[src/rtl/htim_pkg.sv]
package htim_pkg;
   typedef enum logic [1:0] {
      VM_NORMAL = 2'd0,
      VM_EQUAL  = 2'd1,
      VM_SERR   = 2'd2,
      VM_RSVD   = 2'd3
   } vmode_e;

   localparam int LINE_525  = 910;
   localparam int LINE_625  = 1135;
   localparam int HALF_525  = 455;
   localparam int HALF_625  = 568;
   localparam int SYNC_525  = 67;
   localparam int SYNC_625  = 83;
   localparam int BRZW_525  = 9;
   localparam int BRZW_625  = 16;
   localparam int BURST_525 = 39;
   localparam int BURST_625 = 44;
   localparam int EQW_525   = 33;
   localparam int EQW_625   = 41;
   localparam int SERW_525  = 67;
   localparam int SERW_625  = 83;
   localparam int BOFF_525  = 6;
   localparam int BOFF_625  = 7;
   localparam int FP_TRIM_STD  = 7;
   localparam int FP_TRIM_DEEP = 5;

   function automatic int by_std(input logic pal, input int v525, input int v625);
      return pal ? v625 : v525;
   endfunction
endpackage

[src/rtl/htim_cfg_reg.sv]
module htim_cfg_reg #(
   parameter int AW = 7,
   parameter int BW = 6,
   parameter int FW = 6
) (
   input  logic          clk,
   input  logic          rst_n,
   input  logic          load,
   input  logic          pal_i,
   input  logic          deep_i,
   input  logic [AW-1:0] act_i,
   input  logic [BW-1:0] blk_i,
   input  logic [FW-1:0] fp_i,
   input  logic [1:0]    vm_i,
   output logic          pal_q,
   output logic          deep_q,
   output logic [AW-1:0] act_q,
   output logic [BW-1:0] blk_q,
   output logic [FW-1:0] fp_q,
   output logic [1:0]    vm_q
);
   // Settings are taken while reset is held and at the line wrap only.
   always_ff @(posedge clk) begin
      if (!rst_n || load) begin
         pal_q  <= pal_i;
         deep_q <= deep_i;
         act_q  <= act_i;
         blk_q  <= blk_i;
         fp_q   <= fp_i;
         vm_q   <= vm_i;
      end
   end
endmodule

[src/rtl/htim_bounds.sv]
module htim_bounds
   import htim_pkg::*;
#(
   parameter int CW = 11,
   parameter int AW = 7,
   parameter int BW = 6,
   parameter int FW = 6
) (
   input  logic          pal,
   input  logic          deep,
   input  logic [AW-1:0] act,
   input  logic [BW-1:0] blk,
   input  logic [FW-1:0] fp,
   output logic [CW:0]   e_fp,
   output logic [CW:0]   e_sync,
   output logic [CW:0]   e_brzw,
   output logic [CW:0]   e_burst,
   output logic [CW:0]   e_blank,
   output logic [CW-1:0] last_h,
   output logic [CW-1:0] half_h,
   output logic          err
);
   localparam int SW = CW + 1;

   logic [SW-1:0] fp_span, act_span, period;

   assign fp_span  = ({{(SW-FW){1'b0}}, fp} + SW'(1)) << 3;
   assign act_span = ({{(SW-AW){1'b0}}, act} + SW'(1)) << 3;
   assign period   = SW'(by_std(pal, LINE_525, LINE_625));

   // Edges are cumulative end positions of each blanking segment.
   assign e_fp    = fp_span - SW'(deep ? FP_TRIM_DEEP : FP_TRIM_STD);
   assign e_sync  = e_fp   + SW'(by_std(pal, SYNC_525,  SYNC_625));
   assign e_brzw  = e_sync + SW'(by_std(pal, BRZW_525,  BRZW_625));
   assign e_burst = e_brzw + SW'(by_std(pal, BURST_525, BURST_625));
   assign e_blank = ({{(SW-BW){1'b0}}, blk} << 3) + SW'(by_std(pal, BOFF_525, BOFF_625));

   assign last_h = CW'(period - SW'(1));
   assign half_h = CW'(by_std(pal, HALF_525, HALF_625));
   assign err    = (act_span + e_blank) != period;
endmodule

[src/rtl/htim_line_ctr.sv]
module htim_line_ctr #(
   parameter int CW = 11
) (
   input  logic          clk,
   input  logic          rst_n,
   input  logic [CW-1:0] last_h,
   output logic [CW-1:0] h,
   output logic          wrap
);
   assign wrap = (h == last_h);

   always_ff @(posedge clk) begin
      if (!rst_n || wrap) h <= '0;
      else                h <= h + CW'(1);
   end
endmodule

[src/rtl/htim_decode.sv]
module htim_decode
   import htim_pkg::*;
#(
   parameter int CW = 11
) (
   input  logic [CW-1:0] h,
   input  logic          pal,
   input  logic [1:0]    vm,
   input  logic [CW:0]   e_fp,
   input  logic [CW:0]   e_sync,
   input  logic [CW:0]   e_brzw,
   input  logic [CW:0]   e_burst,
   input  logic [CW:0]   e_blank,
   input  logic [CW-1:0] half_h,
   output logic          fp_on,
   output logic          sync_on,
   output logic          brzw_on,
   output logic          burst_on,
   output logic          bp_on,
   output logic          blank_on,
   output logic          active_on,
   output logic          half_mark,
   output logic          vpulse
);
   logic [CW:0] hx, hh, eqw, serw;
   logic        in_eq, in_serr;

   assign hx = {1'b0, h};
   assign hh = {1'b0, half_h};

   assign fp_on     = hx < e_fp;
   assign sync_on   = (hx >= e_fp)    && (hx < e_sync);
   assign brzw_on   = (hx >= e_sync)  && (hx < e_brzw);
   assign burst_on  = (hx >= e_brzw)  && (hx < e_burst);
   assign bp_on     = (hx >= e_burst) && (hx < e_blank);
   assign blank_on  = hx < e_blank;
   assign active_on = !blank_on;

   assign half_mark = (h == '0) || (h == half_h);

   assign eqw  = (CW+1)'(by_std(pal, EQW_525,  EQW_625));
   assign serw = (CW+1)'(by_std(pal, SERW_525, SERW_625));

   assign in_eq   = (hx < eqw)  || ((hx >= hh) && (hx < hh + eqw));
   assign in_serr = (hx < serw) || ((hx >= hh) && (hx < hh + serw));

   always_comb begin
      case (vmode_e'(vm))
         VM_EQUAL: vpulse = in_eq;
         VM_SERR:  vpulse = in_serr;
         default:  vpulse = sync_on;
      endcase
   end
endmodule

[src/rtl/cvbs_htiming.sv]
module cvbs_htiming #(
   parameter int CW = 11,
   parameter int AW = 7,
   parameter int BW = 6,
   parameter int FW = 6
) (
   input  logic          clk,
   input  logic          rst_n,
   input  logic          pal_sel,
   input  logic          deep_px,
   input  logic [AW-1:0] act_code,
   input  logic [BW-1:0] blank_code,
   input  logic [FW-1:0] fp_code,
   input  logic [1:0]    vert_sel,
   output logic [CW-1:0] hcount,
   output logic          fp_on,
   output logic          sync_on,
   output logic          brzw_on,
   output logic          burst_on,
   output logic          bp_on,
   output logic          blank_on,
   output logic          active_on,
   output logic          half_mark,
   output logic          vpulse,
   output logic          cfg_err
);
   generate
      if ((1 << CW) < htim_pkg::LINE_625) begin : g_cw_chk
         $error("CW too narrow for the longest line");
      end
      if (AW + 3 > CW || BW + 3 >= CW || FW + 3 >= CW) begin : g_field_chk
         $error("code fields too wide for CW");
      end
   endgenerate

   logic          l_pal, l_deep, wrap;
   logic [AW-1:0] l_act;
   logic [BW-1:0] l_blk;
   logic [FW-1:0] l_fp;
   logic [1:0]    l_vm;
   logic [CW:0]   e_fp, e_sync, e_brzw, e_burst, e_blank;
   logic [CW-1:0] last_h, half_h;

   htim_cfg_reg #(.AW(AW), .BW(BW), .FW(FW)) u_cfg (
      .clk(clk), .rst_n(rst_n), .load(wrap),
      .pal_i(pal_sel), .deep_i(deep_px), .act_i(act_code),
      .blk_i(blank_code), .fp_i(fp_code), .vm_i(vert_sel),
      .pal_q(l_pal), .deep_q(l_deep), .act_q(l_act),
      .blk_q(l_blk), .fp_q(l_fp), .vm_q(l_vm)
   );

   htim_bounds #(.CW(CW), .AW(AW), .BW(BW), .FW(FW)) u_bnd (
      .pal(l_pal), .deep(l_deep), .act(l_act), .blk(l_blk), .fp(l_fp),
      .e_fp(e_fp), .e_sync(e_sync), .e_brzw(e_brzw), .e_burst(e_burst),
      .e_blank(e_blank), .last_h(last_h), .half_h(half_h), .err(cfg_err)
   );

   htim_line_ctr #(.CW(CW)) u_ctr (
      .clk(clk), .rst_n(rst_n), .last_h(last_h), .h(hcount), .wrap(wrap)
   );

   htim_decode #(.CW(CW)) u_dec (
      .h(hcount), .pal(l_pal), .vm(l_vm),
      .e_fp(e_fp), .e_sync(e_sync), .e_brzw(e_brzw), .e_burst(e_burst),
      .e_blank(e_blank), .half_h(half_h),
      .fp_on(fp_on), .sync_on(sync_on), .brzw_on(brzw_on),
      .burst_on(burst_on), .bp_on(bp_on), .blank_on(blank_on),
      .active_on(active_on), .half_mark(half_mark), .vpulse(vpulse)
   );
endmodule

[config.mk]
export PLATFORM = sky130hd
export DESIGN_NAME = cvbs_htiming
export DESIGN_NICKNAME = d
export VERILOG_FILES = /design/src/rtl/htim_pkg.sv /design/src/rtl/htim_cfg_reg.sv /design/src/rtl/htim_bounds.sv /design/src/rtl/htim_line_ctr.sv /design/src/rtl/htim_decode.sv /design/src/rtl/cvbs_htiming.sv
export SDC_FILE = /design/constraint.sdc
export NUM_CORES = 1
export LEC_CHECK = 0
export CORE_UTILIZATION = 60
export DETAILED_ROUTE_END_ITERATION = 16
export DONT_BUFFER_PORTS = 1
export GPL_TIMING_DRIVEN = 0
export PLACE_DENSITY = 0.75
export SYNTH_ARGS = -nofsm -noshare
export SYNTH_HDL_FRONTEND = slang
export SYNTH_SLANG_ARGS = --single-unit
[constraint.sdc]
create_clock -name clk -period 12.5 [get_ports clk]
set_input_delay 3.75 -clock clk [delete_from_list [all_inputs] [get_ports clk]]
set_output_delay 3.75 -clock clk [all_outputs]
set_load 0.01 [all_outputs]
### Word level (Yosys, flattened, before mapping)

Cells that the tools add are included.

| word-level totals | value |
|---|---|
| register bits | 34 |
| bits in latches | 0 |
| RAM bits | 0 |
| ROM bits | 0 |
| input bits | 25 |
| output and inout port bits | 21 |
| logic and storage cells | 60 |
| memories kept | 0 |

| operators by class | value |
|---|---|
| add/sub/neg operators | 12 |
| multiply operators | 0 |
| div/mod/pow operators | 0 |
| magnitude comparators | 14 |
| equal/unequal tests | 5 |
| shifts and indexed selects | 0 |
| multiplexer cells | 9 |
| bitwise operators | 0 |
| reductions and logical operators | 13 |

Operators by type and width:

| cell | count |
|---|---|
| less-than comparator 11 x 12 -> 1 bit | 9 |
| adder 12 bit | 4 |
| greater-or-equal comparator 11 x 12 -> 1 bit | 4 |
| adder 10 x 12 -> 12 bit | 2 |
| adder 9 x 12 -> 12 bit | 1 |
| != test 12 x 11 -> 1 bit | 1 |
| subtractor 12 bit | 1 |
| adder 11 x 1 -> 11 bit (second input constant) | 1 |
| == test 11 x 10 -> 1 bit | 1 |
| == test 11 bit | 1 |
| greater-or-equal comparator 11 x 10 -> 1 bit | 1 |
| zero test 11 bit | 1 |
| 2-to-1 mux 11 bit | 1 |
| subtractor 11 x 1 -> 11 bit (second input constant) | 1 |
| 2-to-1 mux 10 bit | 1 |
| 2-to-1 mux 5 bit | 2 |
| adder 7 x 1 -> 8 bit (second input constant) | 1 |
| 2-to-1 mux 4 bit | 2 |
| adder 6 x 1 -> 7 bit (second input constant) | 1 |
| logical AND 1 bit | 6 |
| logical OR 1 bit | 4 |
| == test 2 x 1 -> 1 bit (second input constant) | 1 |
| == test 2 bit (second input constant) | 1 |
| zero test 1 bit | 2 |
| 3 further kinds | 3 |

### Depth between registers and ports, before layout

| depth | value |
|---|---|
| word-level depth | 7 |
| depth in mapped cells | 18 |
| mapped depth without buffers | 18 |

### By module

A second synthesis with hierarchy kept.

| unflattened totals | value |
|---|---|
| cells, all modules | 691 |
| area, all modules | 5,825.6 um^2 |

By module, submodules not included:

| module | times used | cells each | area an instance (um^2) |
|---|---|---|---|
| htim_decode | 1 | 360 | 2,681.3 |
| htim_bounds | 1 | 246 | 1,880.6 |
| htim_cfg_reg | 1 | 24 | 696.9 |
| htim_line_ctr | 1 | 61 | 566.8 |

### Least setup slack after synthesis

Ideal clock, no wire load.

| timing path | value |
|---|---|
| kind | register -> output |
| start point | reg u_cfg.fp_q[1] |
| end point | out burst_on |
| arrival | 4,036 ps |
| setup slack | 4,714 ps |
| stages on the path, launching flop included | 17 |
| path through | edfxtp_1 ha_1 xor2_1 ha_1 xor2_1 a22o_1 nand2_1 or4_1 nand3_1 xnor2_2 inv_1 xnor2_1 ha_1 a21o_1 a21o_1 a221o_1 nor3_1 |

| on the way | value |
|---|---|
| word-level cells in the longest chain between the ends | 7 |
| elaborated cells on any way between the ends | 8 |
| those cells by class | add/sub: 5; order compare: 2; reduce/logical: 1 |

Ends and longest elaborated chain:

| item | line | RTL |
|---|---|---|
| from (decl) | htim_cfg_reg.sv:19 | `output logic [FW-1:0] fp_q,` |
| from (signal assigned) | htim_cfg_reg.sv:29 | `fp_q <= fp_i;` |
| adder 6 x 1 -> 7 bit * | htim_bounds.sv:27 | `assign fp_span = ({{(SW-FW){1'b0}}, fp} + SW'(1)) << 3;` |
| subtractor 12 bit * | htim_bounds.sv:32 | `assign e_fp = fp_span - SW'(deep ? FP_TRIM_DEEP : FP_TRIM_STD);` |
| adder 12 bit * | htim_bounds.sv:33 | `assign e_sync = e_fp + SW'(by_std(pal, SYNC_525, SYNC_625));` |
| adder 12 bit * | htim_bounds.sv:34 | `assign e_brzw = e_sync + SW'(by_std(pal, BRZW_525, BRZW_625));` |
| adder 12 bit | htim_bounds.sv:35 | `assign e_burst = e_brzw + SW'(by_std(pal, BURST_525, BURST_625));` |
| less-than comparator 11 x 12 -> 1 bit | htim_decode.sv:34 | `assign burst_on = (hx >= e_brzw) && (hx < e_burst);` |
| logical AND 1 bit * | htim_decode.sv:34 |  |
| to (decl) | cvbs_htiming.sv:19 | `output logic burst_on,` |

Every way passes the cells marked *; elsewhere a longest branch is shown, timed or not.

### Worst setup path in the final report

Same ends and word-level chain as after synthesis.

==> out/qor.csv <==
stage,metric,value,unit
worst_setup_path,worst_path_dominant_cell_family,adder cells,
worst_setup_path,cp_max_fo,7,
global_route,grt_pass1_wl,13.8,mm
timing,tightest_slew,0.705,ns
synthesis,synth_cells,440,
worst_setup_path,crit_top_cell,ha_1,
placed_design,placed_cells,517,
floorplan,ioPinCount,46,
timing,setup_viol,0,
placed_design,pre_cts_ws,4.20,ns
synthesis,synth_fp_nets,538,
global_route,grt.overflow.total,0,
timing,min_period,8.58,ns
worst_setup_path,crit_chain,ha_1 > xor2_1 > ha_1 > xor2_1 > a22o_1 > nand2_1 > or4_1 > nand3_1 > xnor2_2 > inv_1 > xnor2_1 > ha_1 > a21o_1 > a21o_1 > a221o_1 > nor3_1,
timing,fin_setup_tns,0,ns
synthesis,syn_avg_cell_area,8.86,um2
global_route,grt_pass1_vias,3082,
placed_design,port_buffers,0,
floorplan,core_region_area,6310,um2
synthesis,synth.area.top_cells,"ha_1, edfxtp_1, dfxtp_1",
power,swShare,33.7,%
placed_design,dp_hpwl,6.84,mm
cts,clkLatencyLatePin,0.29,ns
timing,slew_headroom,53.0,%
power,power_frac_seq,36.6,%
worst_setup_path,crit_path_end_kind,output pin,
power,ir_drop,0.000105,V
synthesis,yosysTopAreaCellShare,23.1,%
cts,cts_root_buffer,clkbuf_8,
routing,ant_nets,0,
synthesis,synth_commonest_cells,"ha_1, inv_1, nand2_1",
floorplan,floorplan.initialDensity,61.8,%
synthesis,synth_area,3900,um2
timing,rsz0062_at_grt,no,
worst_setup_path,cp.arrival,4.83,ns
global_route,track_usage,26.7,%
timing,max_freq,117,MHz
worst_setup_path,slowest_stage,edfxtp_1,
power,power_frac_clock,26.8,%
floorplan,fp.dieH,82.6,um
power,p_per_area,88.2,nW/um2
routing,finalWirelength,8.62,mm
timing,hold_slack,0.646,ns
final_layout,drive_gt1_share,4.69,%
synthesis,yosys_warnings,0,
cts,post_cts_resized,0,
synthesis,yosysTopAreaCell,ha_1,
timing,timing_hold_violations_final,0,
cts,cts_hold_buffers,0,
placed_design,gp_congestion,0.888,
timing,fin_ws,3.92,ns
timing,clock_skew,0.00919,ns
power,p_sw,122,uW
cts,max-clock-path-buffers,2,
cts,path_clk_slew,0.06,ns
run,max-cap-violations,0,
worst_setup_path,critPathLaunchType,register,
power,p_leak,0.00198,uW
synthesis,synthArstFlopShare,0,%
floorplan,die_w,82.6,um
worst_setup_path,cp.required,8.75,ns
power,comb_power_share,36.6,%
cts,htreeDepth,2,
cts,cts_made_buffers,5,
routing,firstDrtPassIters,5,
worst_hold_path,hp-class,register to register,
cts,post_cts_buffers,0,
synthesis,synth-edff-count,23,
synthesis,yosysMostFrequentCell,ha_1,
routing,wl_per_cell,16.4,um
worst_setup_path,critPathBufInv,1,
cts,cts_tree,built,
status,outcome,completed,
final_layout,finalNonFillerCells,525,
timing,min_period_over_period,68.6,%
final_layout,n_antenna_cell,0,
worst_setup_path,slowest_delay,0.49,ns
synthesis,synth_cell_types,64,
routing,drtIter0Drc,100,
global_route,grt_antenna_before_repair,0,
final_layout,area_growth,5.23,%
synthesis,ys_seq_area_share,23.4,%
cts,cts.sinks,34,
final_layout,final_nets,545,
synthesis,synth_ff_type,edfxtp_1,
floorplan,num_rows,29,
timing,drv_slew,0,
worst_setup_path,crit_type,register to output pin,
floorplan,dieArea,6830,um2
worst_setup_path,r2r_setup_slack,9.17,ns
routing,drc,0,
power,p_int,240,uW
global_route,grt_max_degree,33,
routing,viasPerCell,6.16,
synthesis,synth-seq-cells,34,
final_layout,fillers,522,
routing,num_vias,3236,
stage by stage:
step / util (%) / power, uW / area, um2
final: 65.0 / 362 / 4100
after global routing: 65.0 / 387 / 4100
after CTS: 65.0 / 364 / 4100
after detailed placement: 63.3 / 267 / 4000
after global placement: 63.3 / 261 / 4000
after floorplan: - / 240 / 3900
layout make-up:
type	instances	area, um2	area share (%)
tap	77	96.3	2.35
multi-input combinational	355	2780	67.7
buffer	14	72.6	1.77
sequential	34	911	22.2
clock buffer	6	72.6	1.77
clock inverter	2	33.8	0.823
inverter	37	139	3.38
worst register-to-register path: stages (launching register included):
cell	delay, ns
edfxtp_1	0.63
buf_2	0.33
inv_1	0.26
ha_1	0.39
nor4_1	0.30
nand2_1	0.08
o21ai_0	0.33
clkbuf_2	0.64
layout by cell type, fill, tap and decap left out, drive strengths merged, types with 11 or more instances in the layout:
| cell type | synthesis | layout |
|---|---|---|
| a21o | 19 | 19 |
| a21oi | 18 | 18 |
| clkbuf | 8 | 14 |
| dfxtp | 11 | 11 |
| edfxtp | 23 | 23 |
| ha | 72 | 72 |
| inv | 37 | 37 |
| nand2 | 28 | 28 |
| nand3 | 15 | 15 |
| nand4 | 12 | 12 |
| nor2 | 27 | 27 |
| nor3 | 12 | 12 |
| o21ai | 15 | 15 |
| xnor2 | 18 | 18 |
| xor2 | 21 | 21 |
per-layer routing:
metal  vias up  GRT usage (%)  routed length (um)
li1       1621              -                   -
met1      1501           31.1                3670
met2        96           48.8                4320
met3        18           3.74                 402
met4         0           10.9                 225
met5         -              0                   0
path summary, 6_finish.rpt:
path                            cells after the start                     from                        to
worst min-delay path                                1    u_ctr.h[0]$_SDFF_PP0_     u_ctr.h[0]$_SDFF_PP0_
worst min register to register                      1    u_ctr.h[0]$_SDFF_PP0_     u_ctr.h[0]$_SDFF_PP0_
worst max register to register                      7    u_cfg.pal_q$_DFFE_PP_  u_cfg.blk_q[1]$_DFFE_PP_
worst max-delay path                               16  u_cfg.fp_q[1]$_DFFE_PP_                  burst_on
kinds of logic (layout without fill, tap and decap cells):
kind of cell / count (synthesis) / count (layout) / share of synthesized area (%)
fa+ha+maj: 73 / 73 / 23.6
simple gates: 137 / 137 / 18.4
compound gates: 101 / 101 / 18.4
flops: 34 / 34 / 23.4
buf+inv: 51 / 59 / 5.39
xor+xnor: 40 / 40 / 9.75
mux: 4 / 4 / 1.03
power by group through the flow:
stage	combinational, uW	clock, uW	sequential [uW]
3_5_place_dp	132	0	135
3_3_place_gp	127	0	135
6_report	132	97.0	132
5_1_grt	150	104	133
4_1_cts	133	99.3	132
2_1_floorplan	107	0	133
state kept, by name, indices dropped and copies added, names as in the netlist:
name,flops
u_ctr.h,11
u_cfg.act_q,7
u_cfg.blk_q,6
u_cfg.fp_q,6
u_cfg.vm_q,2
u_cfg.deep_q,1
u_cfg.pal_q,1
Power figures use the tool's default switching activity.
